--- src/rtl/colbyp_pkg.sv ---
package colbyp_pkg;

    // Two-state pipeline controller: operand stage empty or holding a pair
    typedef enum logic {
        ST_EMPTY  = 1'b0,
        ST_LOADED = 1'b1
    } colbyp_state_e;

endpackage

--- src/rtl/colbyp_cell.sv ---
// One full-adder cell of the array with operand isolation and bypass path.
module colbyp_cell #(
    parameter bit FIRST_ROW = 1'b0
) (
    input  logic clk,
    input  logic rst_n,
    input  logic col_active,
    input  logic pp,
    input  logic s_in,
    input  logic c_in,
    output logic s_out,
    output logic c_out
);

    logic [2:0] held_q;
    logic [2:0] live;
    logic [2:0] fa_in;
    logic       fa_sum;
    logic       fa_cry;

    assign live = {pp, s_in, c_in};

    // Frozen copy of the adder inputs; refreshed only while the column works
    always_ff @(posedge clk or negedge rst_n) begin
        if (!rst_n) begin
            held_q <= '0;
        end else if (col_active) begin
            held_q <= live;
        end
    end

    // Operand isolation multiplexer
    always_comb begin
        fa_in = col_active ? live : held_q;
    end

    always_comb begin
        fa_sum = fa_in[2] ^ fa_in[1] ^ fa_in[0];
        fa_cry = (fa_in[2] & fa_in[1]) | (fa_in[2] & fa_in[0]) | (fa_in[1] & fa_in[0]);
    end

    // Bypass multiplexer: sum passes through, carry is zero
    always_comb begin
        s_out = col_active ? fa_sum : s_in;
        c_out = col_active ? fa_cry : 1'b0;
    end

    // inputs of a cell in a column that stays bypassed never toggle
    assert_bypass_frozen_R9: assert property (@(posedge clk) disable iff (!rst_n)
        (!col_active && $past(!col_active)) |-> $stable(fa_in));

    generate
        if (!FIRST_ROW) begin : g_cin_chk
            // a bypassed column never receives a carry from the row above
            assert_bypass_cin_zero_R8: assert property (@(posedge clk) disable iff (!rst_n)
                !col_active |-> (c_in == 1'b0));
        end
    endgenerate

endmodule

--- src/rtl/colbyp_final_add.sv ---
// Carry-propagate stage resolving the last sum and carry vectors.
module colbyp_final_add #(
    parameter int WIDTH = 8
) (
    input  logic [WIDTH-1:0] sum_vec,
    input  logic [WIDTH-1:0] cry_vec,
    output logic [WIDTH-1:0] result
);

    logic [WIDTH:0] rip;

    assign rip[0] = 1'b0;

    generate
        for (genvar k = 0; k < WIDTH; k++) begin : g_rca
            assign result[k]  = sum_vec[k] ^ cry_vec[k] ^ rip[k];
            assign rip[k + 1] = (sum_vec[k] & cry_vec[k]) | (rip[k] & (sum_vec[k] ^ cry_vec[k]));
        end
    endgenerate

endmodule

--- src/rtl/colbyp_array.sv ---
// Carry-save grid: rows follow multiplier bits, columns follow multiplicand bits.
module colbyp_array #(
    parameter int WIDTH = 8,
    localparam int PW = 2 * WIDTH
) (
    input  logic             clk,
    input  logic             rst_n,
    input  logic [WIDTH-1:0] op_a,
    input  logic [WIDTH-1:0] op_b,
    output logic [PW-1:0]    prod
);

    logic [WIDTH-1:0] srow [WIDTH];
    logic [WIDTH-1:0] crow [WIDTH];
    logic [WIDTH-1:0] upper;

    // Row 0 holds the first partial-product row, with no carries
    assign srow[0] = op_a & {WIDTH{op_b[0]}};
    assign crow[0] = '0;

    generate
        for (genvar r = 1; r < WIDTH; r++) begin : g_row
            logic [WIDTH-1:0] s_shift;
            assign s_shift = {1'b0, srow[r-1][WIDTH-1:1]};
            for (genvar j = 0; j < WIDTH; j++) begin : g_col
                colbyp_cell #(
                    .FIRST_ROW(r == 1)
                ) u_cell (
                    .clk       (clk),
                    .rst_n     (rst_n),
                    .col_active(op_a[j]),
                    .pp        (op_a[j] & op_b[r]),
                    .s_in      (s_shift[j]),
                    .c_in      (crow[r-1][j]),
                    .s_out     (srow[r][j]),
                    .c_out     (crow[r][j])
                );
            end
        end
        for (genvar r = 0; r < WIDTH; r++) begin : g_low
            assign prod[r] = srow[r][0];
        end
    endgenerate

    colbyp_final_add #(
        .WIDTH(WIDTH)
    ) u_final (
        .sum_vec({1'b0, srow[WIDTH-1][WIDTH-1:1]}),
        .cry_vec(crow[WIDTH-1]),
        .result (upper)
    );

    assign prod[PW-1:WIDTH] = upper;

endmodule

--- src/rtl/colbyp_mult.sv ---
// Registered column-bypassing multiplier with a two-state pipeline controller.
module colbyp_mult
    import colbyp_pkg::*;
#(
    parameter int WIDTH = 8,
    localparam int PW = 2 * WIDTH
) (
    input  logic             clk,
    input  logic             rst_n,
    input  logic             in_valid,
    input  logic [WIDTH-1:0] mcand,
    input  logic [WIDTH-1:0] mplier,
    output logic             out_valid,
    output logic [PW-1:0]    product
);

    colbyp_state_e    state_q;
    colbyp_state_e    state_d;
    logic [WIDTH-1:0] a_q;
    logic [WIDTH-1:0] b_q;
    logic [PW-1:0]    arr_prod;

    // Next-state logic
    always_comb begin
        state_d = state_q;
        unique case (state_q)
            ST_EMPTY:  state_d = in_valid ? ST_LOADED : ST_EMPTY;
            ST_LOADED: state_d = in_valid ? ST_LOADED : ST_EMPTY;
            default:   state_d = ST_EMPTY;
        endcase
    end

    // State register and operand capture
    always_ff @(posedge clk or negedge rst_n) begin
        if (!rst_n) begin
            state_q <= ST_EMPTY;
            a_q     <= '0;
            b_q     <= '0;
        end else begin
            state_q <= state_d;
            if (in_valid) begin
                a_q <= mcand;
                b_q <= mplier;
            end
        end
    end

    colbyp_array #(
        .WIDTH(WIDTH)
    ) u_array (
        .clk  (clk),
        .rst_n(rst_n),
        .op_a (a_q),
        .op_b (b_q),
        .prod (arr_prod)
    );

    // Output register
    always_ff @(posedge clk or negedge rst_n) begin
        if (!rst_n) begin
            out_valid <= 1'b0;
            product   <= '0;
        end else begin
            unique case (state_q)
                ST_LOADED: begin
                    out_valid <= 1'b1;
                    product   <= arr_prod;
                end
                ST_EMPTY: begin
                    out_valid <= 1'b0;
                end
                default: out_valid <= 1'b0;
            endcase
        end
    end

    // an accepted pair moves the controller to LOADED
    assert_accept_loads_R3: assert property (@(posedge clk) disable iff (!rst_n)
        in_valid |=> (state_q == ST_LOADED));

    // an idle input cycle empties the operand stage
    assert_idle_empties_R4: assert property (@(posedge clk) disable iff (!rst_n)
        !in_valid |=> (state_q == ST_EMPTY));

    // an empty stage yields no valid and leaves the product untouched
    assert_empty_quiet_R4: assert property (@(posedge clk) disable iff (!rst_n)
        (state_q == ST_EMPTY) |=> (!out_valid && $stable(product)));

    // a valid product equals the operands captured two edges earlier
    assert_prod_exact_R2: assert property (@(posedge clk) disable iff (!rst_n)
        out_valid |-> (product == (PW'($past(mcand, 2)) * PW'($past(mplier, 2)))));

endmodule

--- config.mk ---
export PLATFORM = sky130hd
export DESIGN_NAME = colbyp_mult
export DESIGN_NICKNAME = d
export VERILOG_FILES = /design/src/rtl/colbyp_pkg.sv /design/src/rtl/colbyp_cell.sv /design/src/rtl/colbyp_final_add.sv /design/src/rtl/colbyp_array.sv /design/src/rtl/colbyp_mult.sv
export SDC_FILE = /design/constraint.sdc
export NUM_CORES = 1
export LEC_CHECK = 0
export BUFFER_PORTS_ARGS = -buffer_cell sky130_fd_sc_hd__buf_2
export CAP_MARGIN = 15
export CORE_AREA = 2 2 130 132
export CTS_BUF_LIST = sky130_fd_sc_hd__clkbuf_8
export DETAILED_ROUTE_END_ITERATION = 8
export DIE_AREA = 0 0 132 134
export PLACE_DENSITY = 0.74
export SETUP_SLACK_MARGIN = 0.3
export SKIP_LAST_GASP = 1
export SLEW_MARGIN = 10
export SYNTH_ARGS = -nofsm -noshare
export SYNTH_HDL_FRONTEND = slang
export SYNTH_SLANG_ARGS = --single-unit
--- constraint.sdc ---
create_clock -name clk -period 11.5 [get_ports clk]
set_input_delay 2.875 -clock clk [delete_from_list [all_inputs] [get_ports clk]]
set_output_delay 2.875 -clock clk [all_outputs]
set_load 0.005 [all_outputs]
==> After elaboration in Yosys (flattened, before gate mapping) <==
Index checks and enable logic that the tools add are counted.
{ "totals": {"reg_bits": 202, "input_bits": 19} }
{ "classes": {"bitwise": 483, "muxes": 122} }
{ "op_table": {"columns": ["cell", "count"], "rows": [
  ["AND 1 bit", 237],
  ["2-to-1 mux 3 bit", 56],
  ["XOR 1 bit", 126],
  ["bitwise OR 1 bit", 118],
  ["2-to-1 mux 1 bit", 65],
  ["AND 8 bit", 1],
  ["one-hot mux 1 bit (2 select lines)", 1],
  ["inverter 1 bit", 1]
]} }

==> Depth between registers and ports, before layout <==
{ "logic_depth": {"ltp_word": 44, "ltp_mapped": 40} }

==> Cells and area by module <==
A second synthesis with hierarchy kept.
{ "unflattened": {"cells_unflattened": 940, "area_unflattened_um2": 11732.5} }
{ "modules_own_cells": {"columns": ["mod", "instances", "cells_per_inst", "area_each_um2", "seq_area_each_um2"], "rows": [
  ["colbyp_cell at u_array.g_row[1].g_col[1].u_cell ...", 55, 14, 173.9, 75.1],
  ["colbyp_mult", 1, 70, 1348.8, 850.8],
  ["colbyp_array", 1, 73, 464.2, 0.0],
  ["colbyp_cell at u_array.g_row[1].g_col[0].u_cell", 1, 14, 178.9, 75.1],
  ["colbyp_final_add", 1, 13, 175.2, 0.0]
]} }

==> Worst setup path before layout <==
Ideal clock, no wire load.
{ "synth_timing": {"path_type": "register to register", "from": "reg a_q[7]", "to": "reg product[15]", "stages_incl_launch_ff": 41, "slack_ns": 1.778, "t_arrival_ns": 9.597, "synth_period_minus_slack_ns": 9.722, "cell_sequence": "dfrtp_1 > clkbuf_1 > clkbuf_1 > buf_1 > nand3_1 > o21ai_0 > ha_1 > nand2_1 > o21ai_0 > mux2_2 > fa_1 > mux2_2 > mux2_2 > fa_1 > nor2b_1 > nor2_1 > a31o_2 > fa_1 > (+5 left out) > mux2_2 > fa_1 > a21oi_1 > o31a_1 > a21oi_1 > ha_1 > nor2_1 > a211oi_1 > ha_1 > fa_1 > inv_1 > fa_1 > fa_1 > fa_1 > fa_1 > fa_1 > xor2_1 > mux2_2"} }
{ "synth_via": {"elab_chain_cells": 44} }
{ "synth_lines": {"columns": ["item", "line", "rtl"], "rows": [
  ["start: declaration", "colbyp_mult.sv:19", "logic [WIDTH-1:0] a_q;"],
  ["start signal: assignment", "colbyp_mult.sv:42", "a_q <= mcand;"],
  ["AND 8 bit (*)", "colbyp_array.sv:18", "assign srow[0] = op_a & {WIDTH{op_b[0]}};"],
  ["2-to-1 mux 3 bit (*)", "colbyp_cell.sv:34", "fa_in = col_active ? live : held_q;"],
  ["net u_array.g_row[1].g_col[6].u_cell.fa_in[1]", "colbyp_cell.sv:17", "logic [2:0] fa_in;"],
  ["XOR 1 bit (*) (2 in series)", "colbyp_cell.sv:38", "fa_sum = fa_in[2] ^ fa_in[1] ^ fa_in[0];"],
  ["2-to-1 mux 1 bit (*)", "colbyp_cell.sv:44", "s_out = col_active ? fa_sum : s_in;"],
  ["2-to-1 mux 3 bit (*)", "colbyp_cell.sv:34", null],
  ["net u_array.g_row[2].g_col[5].u_cell.fa_in[1]", "colbyp_cell.sv:17", null],
  ["XOR 1 bit (*) (2 in series)", "colbyp_cell.sv:38", null],
  ["(+2 left out)", null, null],
  ["net u_array.g_row[3].g_col[4].u_cell.fa_in[1]", "colbyp_cell.sv:17", null],
  ["(+4 left out)", null, null],
  ["net u_array.g_row[4].g_col[3].u_cell.fa_in[1]", "colbyp_cell.sv:17", null],
  ["(+4 left out)", null, null],
  ["net u_array.g_row[5].g_col[2].u_cell.fa_in[1]", "colbyp_cell.sv:17", null],
  ["(+4 left out)", null, null],
  ["net u_array.g_row[6].g_col[1].u_cell.fa_in[1]", "colbyp_cell.sv:17", null],
  ["(+4 left out)", null, null],
  ["net u_array.g_row[7].g_col[0].u_cell.fa_in[1]", "colbyp_cell.sv:17", null],
  ["(+10 left out)", null, null],
  ["bitwise OR 1 bit (*)", "colbyp_final_add.sv:17", "assign rip[k + 1] = (sum_vec[k] & cry_vec[k]) | (rip[k] & (sum_vec[k] ^ cry_vec[k]));"],
  ["AND 1 bit (*)", "colbyp_final_add.sv:17", null],
  ["bitwise OR 1 bit (*)", "colbyp_final_add.sv:17", null],
  ["AND 1 bit (*)", "colbyp_final_add.sv:17", null],
  ["bitwise OR 1 bit (*)", "colbyp_final_add.sv:17", null],
  ["AND 1 bit (*)", "colbyp_final_add.sv:17", null],
  ["bitwise OR 1 bit (*)", "colbyp_final_add.sv:17", null],
  ["XOR 1 bit (*)", "colbyp_final_add.sv:16", "assign result[k] = sum_vec[k] ^ cry_vec[k] ^ rip[k];"],
  ["end signal: assignment", "colbyp_mult.sv:67", "product <= arr_prod;"],
  ["end: declaration", "colbyp_mult.sv:14", "output logic [PW-1:0] product"]
]} }
Mark *: on every way through the listed nets, which the timed path passes. The rest lies on a longest branch.
A chain may end at the register's enable or synchronous reset.

==> Final worst setup path <==
{ "layout_timing": {"from": "reg a_q[6]", "to": "reg product[15]"} }
{ "layout_via": {"elab_chain_cells": 44} }
{ "layout_lines": {"columns": ["item", "line", "rtl"], "rows": [
  ["AND 1 bit", "colbyp_array.sv:32", ".pp (op_a[j] & op_b[r]),"],
  ["2-to-1 mux 3 bit", "colbyp_cell.sv:34", null],
  ["XOR 1 bit (2 in series)", "colbyp_cell.sv:38", null],
  ["2-to-1 mux 1 bit (*)", "colbyp_cell.sv:44", null],
  ["2-to-1 mux 3 bit (*)", "colbyp_cell.sv:34", null],
  ["net u_array.g_row[2].g_col[5].u_cell.fa_in[1]", "colbyp_cell.sv:17", null],
  ["XOR 1 bit (*) (2 in series)", "colbyp_cell.sv:38", null],
  ["2-to-1 mux 1 bit (*)", "colbyp_cell.sv:44", null],
  ["(+1 left out)", null, null],
  ["net u_array.g_row[3].g_col[4].u_cell.fa_in[1]", "colbyp_cell.sv:17", null],
  ["(+4 left out)", null, null],
  ["net u_array.g_row[4].g_col[3].u_cell.fa_in[1]", "colbyp_cell.sv:17", null],
  ["(+4 left out)", null, null],
  ["net u_array.g_row[5].g_col[2].u_cell.fa_in[1]", "colbyp_cell.sv:17", null],
  ["(+4 left out)", null, null],
  ["net u_array.g_row[6].g_col[1].u_cell.fa_in[1]", "colbyp_cell.sv:17", null],
  ["(+4 left out)", null, null],
  ["net u_array.g_row[7].g_col[0].u_cell.fa_in[1]", "colbyp_cell.sv:17", null],
  ["(+10 left out)", null, null],
  ["bitwise OR 1 bit (*)", "colbyp_final_add.sv:17", null],
  ["AND 1 bit (*)", "colbyp_final_add.sv:17", null],
  ["bitwise OR 1 bit (*)", "colbyp_final_add.sv:17", null],
  ["AND 1 bit (*)", "colbyp_final_add.sv:17", null],
  ["bitwise OR 1 bit (*)", "colbyp_final_add.sv:17", null],
  ["AND 1 bit (*)", "colbyp_final_add.sv:17", null],
  ["bitwise OR 1 bit (*)", "colbyp_final_add.sv:17", null],
  ["XOR 1 bit (*)", "colbyp_final_add.sv:16", null]
]} }
Marked as above.

==> key figures <==
Status
  • Status: finished, final reports clean

Routing
  • Vias: 5599
  • WL/cell: 18.2 um
  • DRC viols: 0
  • Antenna-violating nets left: 0
  • Pre-antenna DRT Iters: 5
  • Post-Route WL: 18300 um
  • Starting DRC count in detailed routing: 341
  • Vias per cell: 5.56

Logic synthesis
  • Register bit total from synthesis: 192
  • Syn avg cell area: 12.5 um^2
  • Syn. warnings: 0
  • Mapped Cells: 761
  • Synth Net Count: 843
  • Synth Cell Area: 9530 um^2
  • EDFF count, synth: 0
  • Dominant synthesized flop cell: dfrtp_1
  • Distinct cells, synth: 60
  • Post-synthesis sequential area ratio: 0.504
  • Async SR Flop Fraction: 1.00

Clock tree
  • H-tree depth: 4
  • Setup bufs post-CTS: 0
  • Resize count post-CTS: 0
  • Clock root buffer: clkbuf_8
  • Sink Count: 192
  • CTS buffer count: 17
  • Reg clk slew, reported paths: 0.10 ns
  • Hold-fix buffers at CTS: 0
  • CTS tree: done
  • Clk buf depth: 2
  • Clk_lat worst skew: 0.47 ns

Final layout
  • P&R area growth vs syn: 7.33%
  • Fill cells: 1286
  • Commonest non-fill, non-tap cell in the layout: dfrtp_1
  • Most frequent cells in the layout: 192 x dfrtp_1, 117 x mux2_2, 60 x inv_1
  • ANT cells: 0
  • Share of cells above drive strength 1: 0.264
  • Final Net Count: 857

STA
  • RSZ-0062 raised after global routing: no
  • Worst Skew: 0.0162 ns
  • Slew @ Worst Pin: 0.969 ns
  • Final hold vios: 0
  • Post-layout min period: 10.29 ns
  • Worst hold margin: 0.502 ns
  • Final setup margin: 1.21 ns
  • Period utilization: 0.895
  • F_max: 97.2 MHz
  • Setup TNS: 0 ns
  • Rel. slew slack: 0.354
  • Slew Limit Fails: 0
  • Endpoints failing setup: 0

Worst setup path
  • Flop2flop setup slack: 1.21 ns
  • WP data required: 11.86 ns
  • CP bufs+invs: 1
  • Max incr delay on CP: 0.77 ns
  • Crit end category: flip-flop
  • CP delay by family, top: adder cells
  • Most used cell, CP: fa_1
  • CP max FO: 19
  • Slowest stage cell, crit path: dfrtp_1
  • Critical path class: flip-flop to flip-flop
  • Crit path DAT: 10.65 ns
  • Startpoint types: flip-flop

Global route
  • Total grt overflow: 0
  • Maximum number of pins on one net before global-route repair: 117
  • Initial antenna violation count: 0
  • Vias in the first global route: 6156
  • First-pass GRT wire length: 31000 um
  • GRT Overall Usage: 0.227

Placed design
  • Final HPWL DP: 12600 um
  • Pre-CTS WS: 1.20 ns
  • Final GP Congestion: 0.796
  • IO Port Bufs: 35

Die
  • Row count: 47
  • Core area: 16300 um^2
  • Die width: 132 um
  • Die ar.: 17700 um^2
  • Boundary Pins: 36
  • Starting Density: 0.585
  • Die Height: 134 um

Power and ir drop
  • Seq pwr share: 0.412
  • Internal power: 1.47 mW
  • Peak VDD IR: 0.148 mV
  • Psw: 814 uW
  • Net switching fraction of the power: 0.356
  • Leak: 4.76 nW
  • Combinational power share: 0.397
  • Part of the power in the clock network: 0.191
  • Pwr dens: 224 nW/um^2

Flow run
  • MaxCap Viol Count: 0

Worst hold path
  • Worst hold path type: flip-flop to flip-flop
-- layout make-up --
cell class / instances / area [um^2] / share of cell area
Tap cell: 220 / 275 / 0.0269
Clock buffer: 18 / 248 / 0.0242
Inverter: 61 / 229 / 0.0224
Timing Repair Buffer: 45 / 259 / 0.0253
Sequential cell: 192 / 4800 / 0.470
Clock inverter: 13 / 138 / 0.0135
Multi-Input combinational cell: 458 / 4280 / 0.418
-- logic make-up after synthesis --
| family | after synthesis | synth area share |
|---|---|---|
| adders and majority gates | 63 | 0.122 |
| buffers and inverters | 111 | 0.0473 |
| xor gates and xnor gates | 5 | 0.00460 |
| muxes | 156 | 0.179 |
| and+or+nand+nor | 129 | 0.0655 |
| DFF | 192 | 0.504 |
| AOI/OAI and AO/OA | 105 | 0.0771 |
-- per-stage QoR --
step                       util  cell area, um^2  total power, mW  cells
after global routing      0.628            10200             2.49   1007
after detailed placement  0.604             9840             1.88    976
after floorplan               -             9530             1.60    761
final                     0.628            10200             2.29   1007
after global placement    0.604             9840             1.82    976
after CTS                 0.628            10200             2.32   1007
-- per-layer routing --
layer	wire length [um]	up-vias	track usage
li1	-	2575	-
met4	467	0	0.0851
met5	0	-	0
met3	556	34	0.0427
met1	7950	2889	0.289
met2	9350	101	0.390
-- cell usage after synthesis, types with 11 or more instances --
library cell,count,area (um^2)
nand2b_1,12,75.1
mux2i_1,38,380
mux2_2,117,1320
nor2b_1,11,68.8
buf_1,14,52.6
clkbuf_1,28,105
fa_1,50,1000
nand2_1,36,135
inv_1,59,221
ha_1,13,163
nor2_1,41,154
dfrtp_1,192,4800
a21oi_1,33,165
o21ai_0,26,130
-- power by group through the flow --
| stage | logic [mW] | clock network, mW | registers, mW |
|---|---|---|---|
| after floorplan | 0.679 | 0 | 0.922 |
| after global placement | 0.873 | 0 | 0.946 |
| after detailed placement | 0.924 | 0 | 0.956 |
| after CTS | 0.930 | 0.448 | 0.943 |
| after global routing | 1.05 | 0.476 | 0.963 |
| final | 0.910 | 0.437 | 0.942 |
-- tightest hold or removal path: cells and delay by family, from the launching register on --
family	cells	cell delay [ns]
flops	1	0.36
simple gates	2	0.11
-- registers in the layout, summed over array words and instances (netlist names) --
| name | cells |
|---|---|
| a_q | 8 |
| u_array.g_row.g_col.u_cell.held_q | 158 |
| b_q | 8 |
| product | 16 |
| out_valid | 1 |
| state_q | 1 |
-- path summary, 6_finish.rpt --
path	start	endpoint	cells after the start
worst max-delay path	a_q[6]	product[15]	36
worst min-delay path	product[5]	product[5]	2
worst max register to register	a_q[6]	product[15]	36
worst min register to register	product[5]	product[5]	2
max in group asynchronous	rst_n	product[7]	2
min in group asynchronous	rst_n	product[5]	1
No activity file was read; power rests on OpenSTA's default activity.
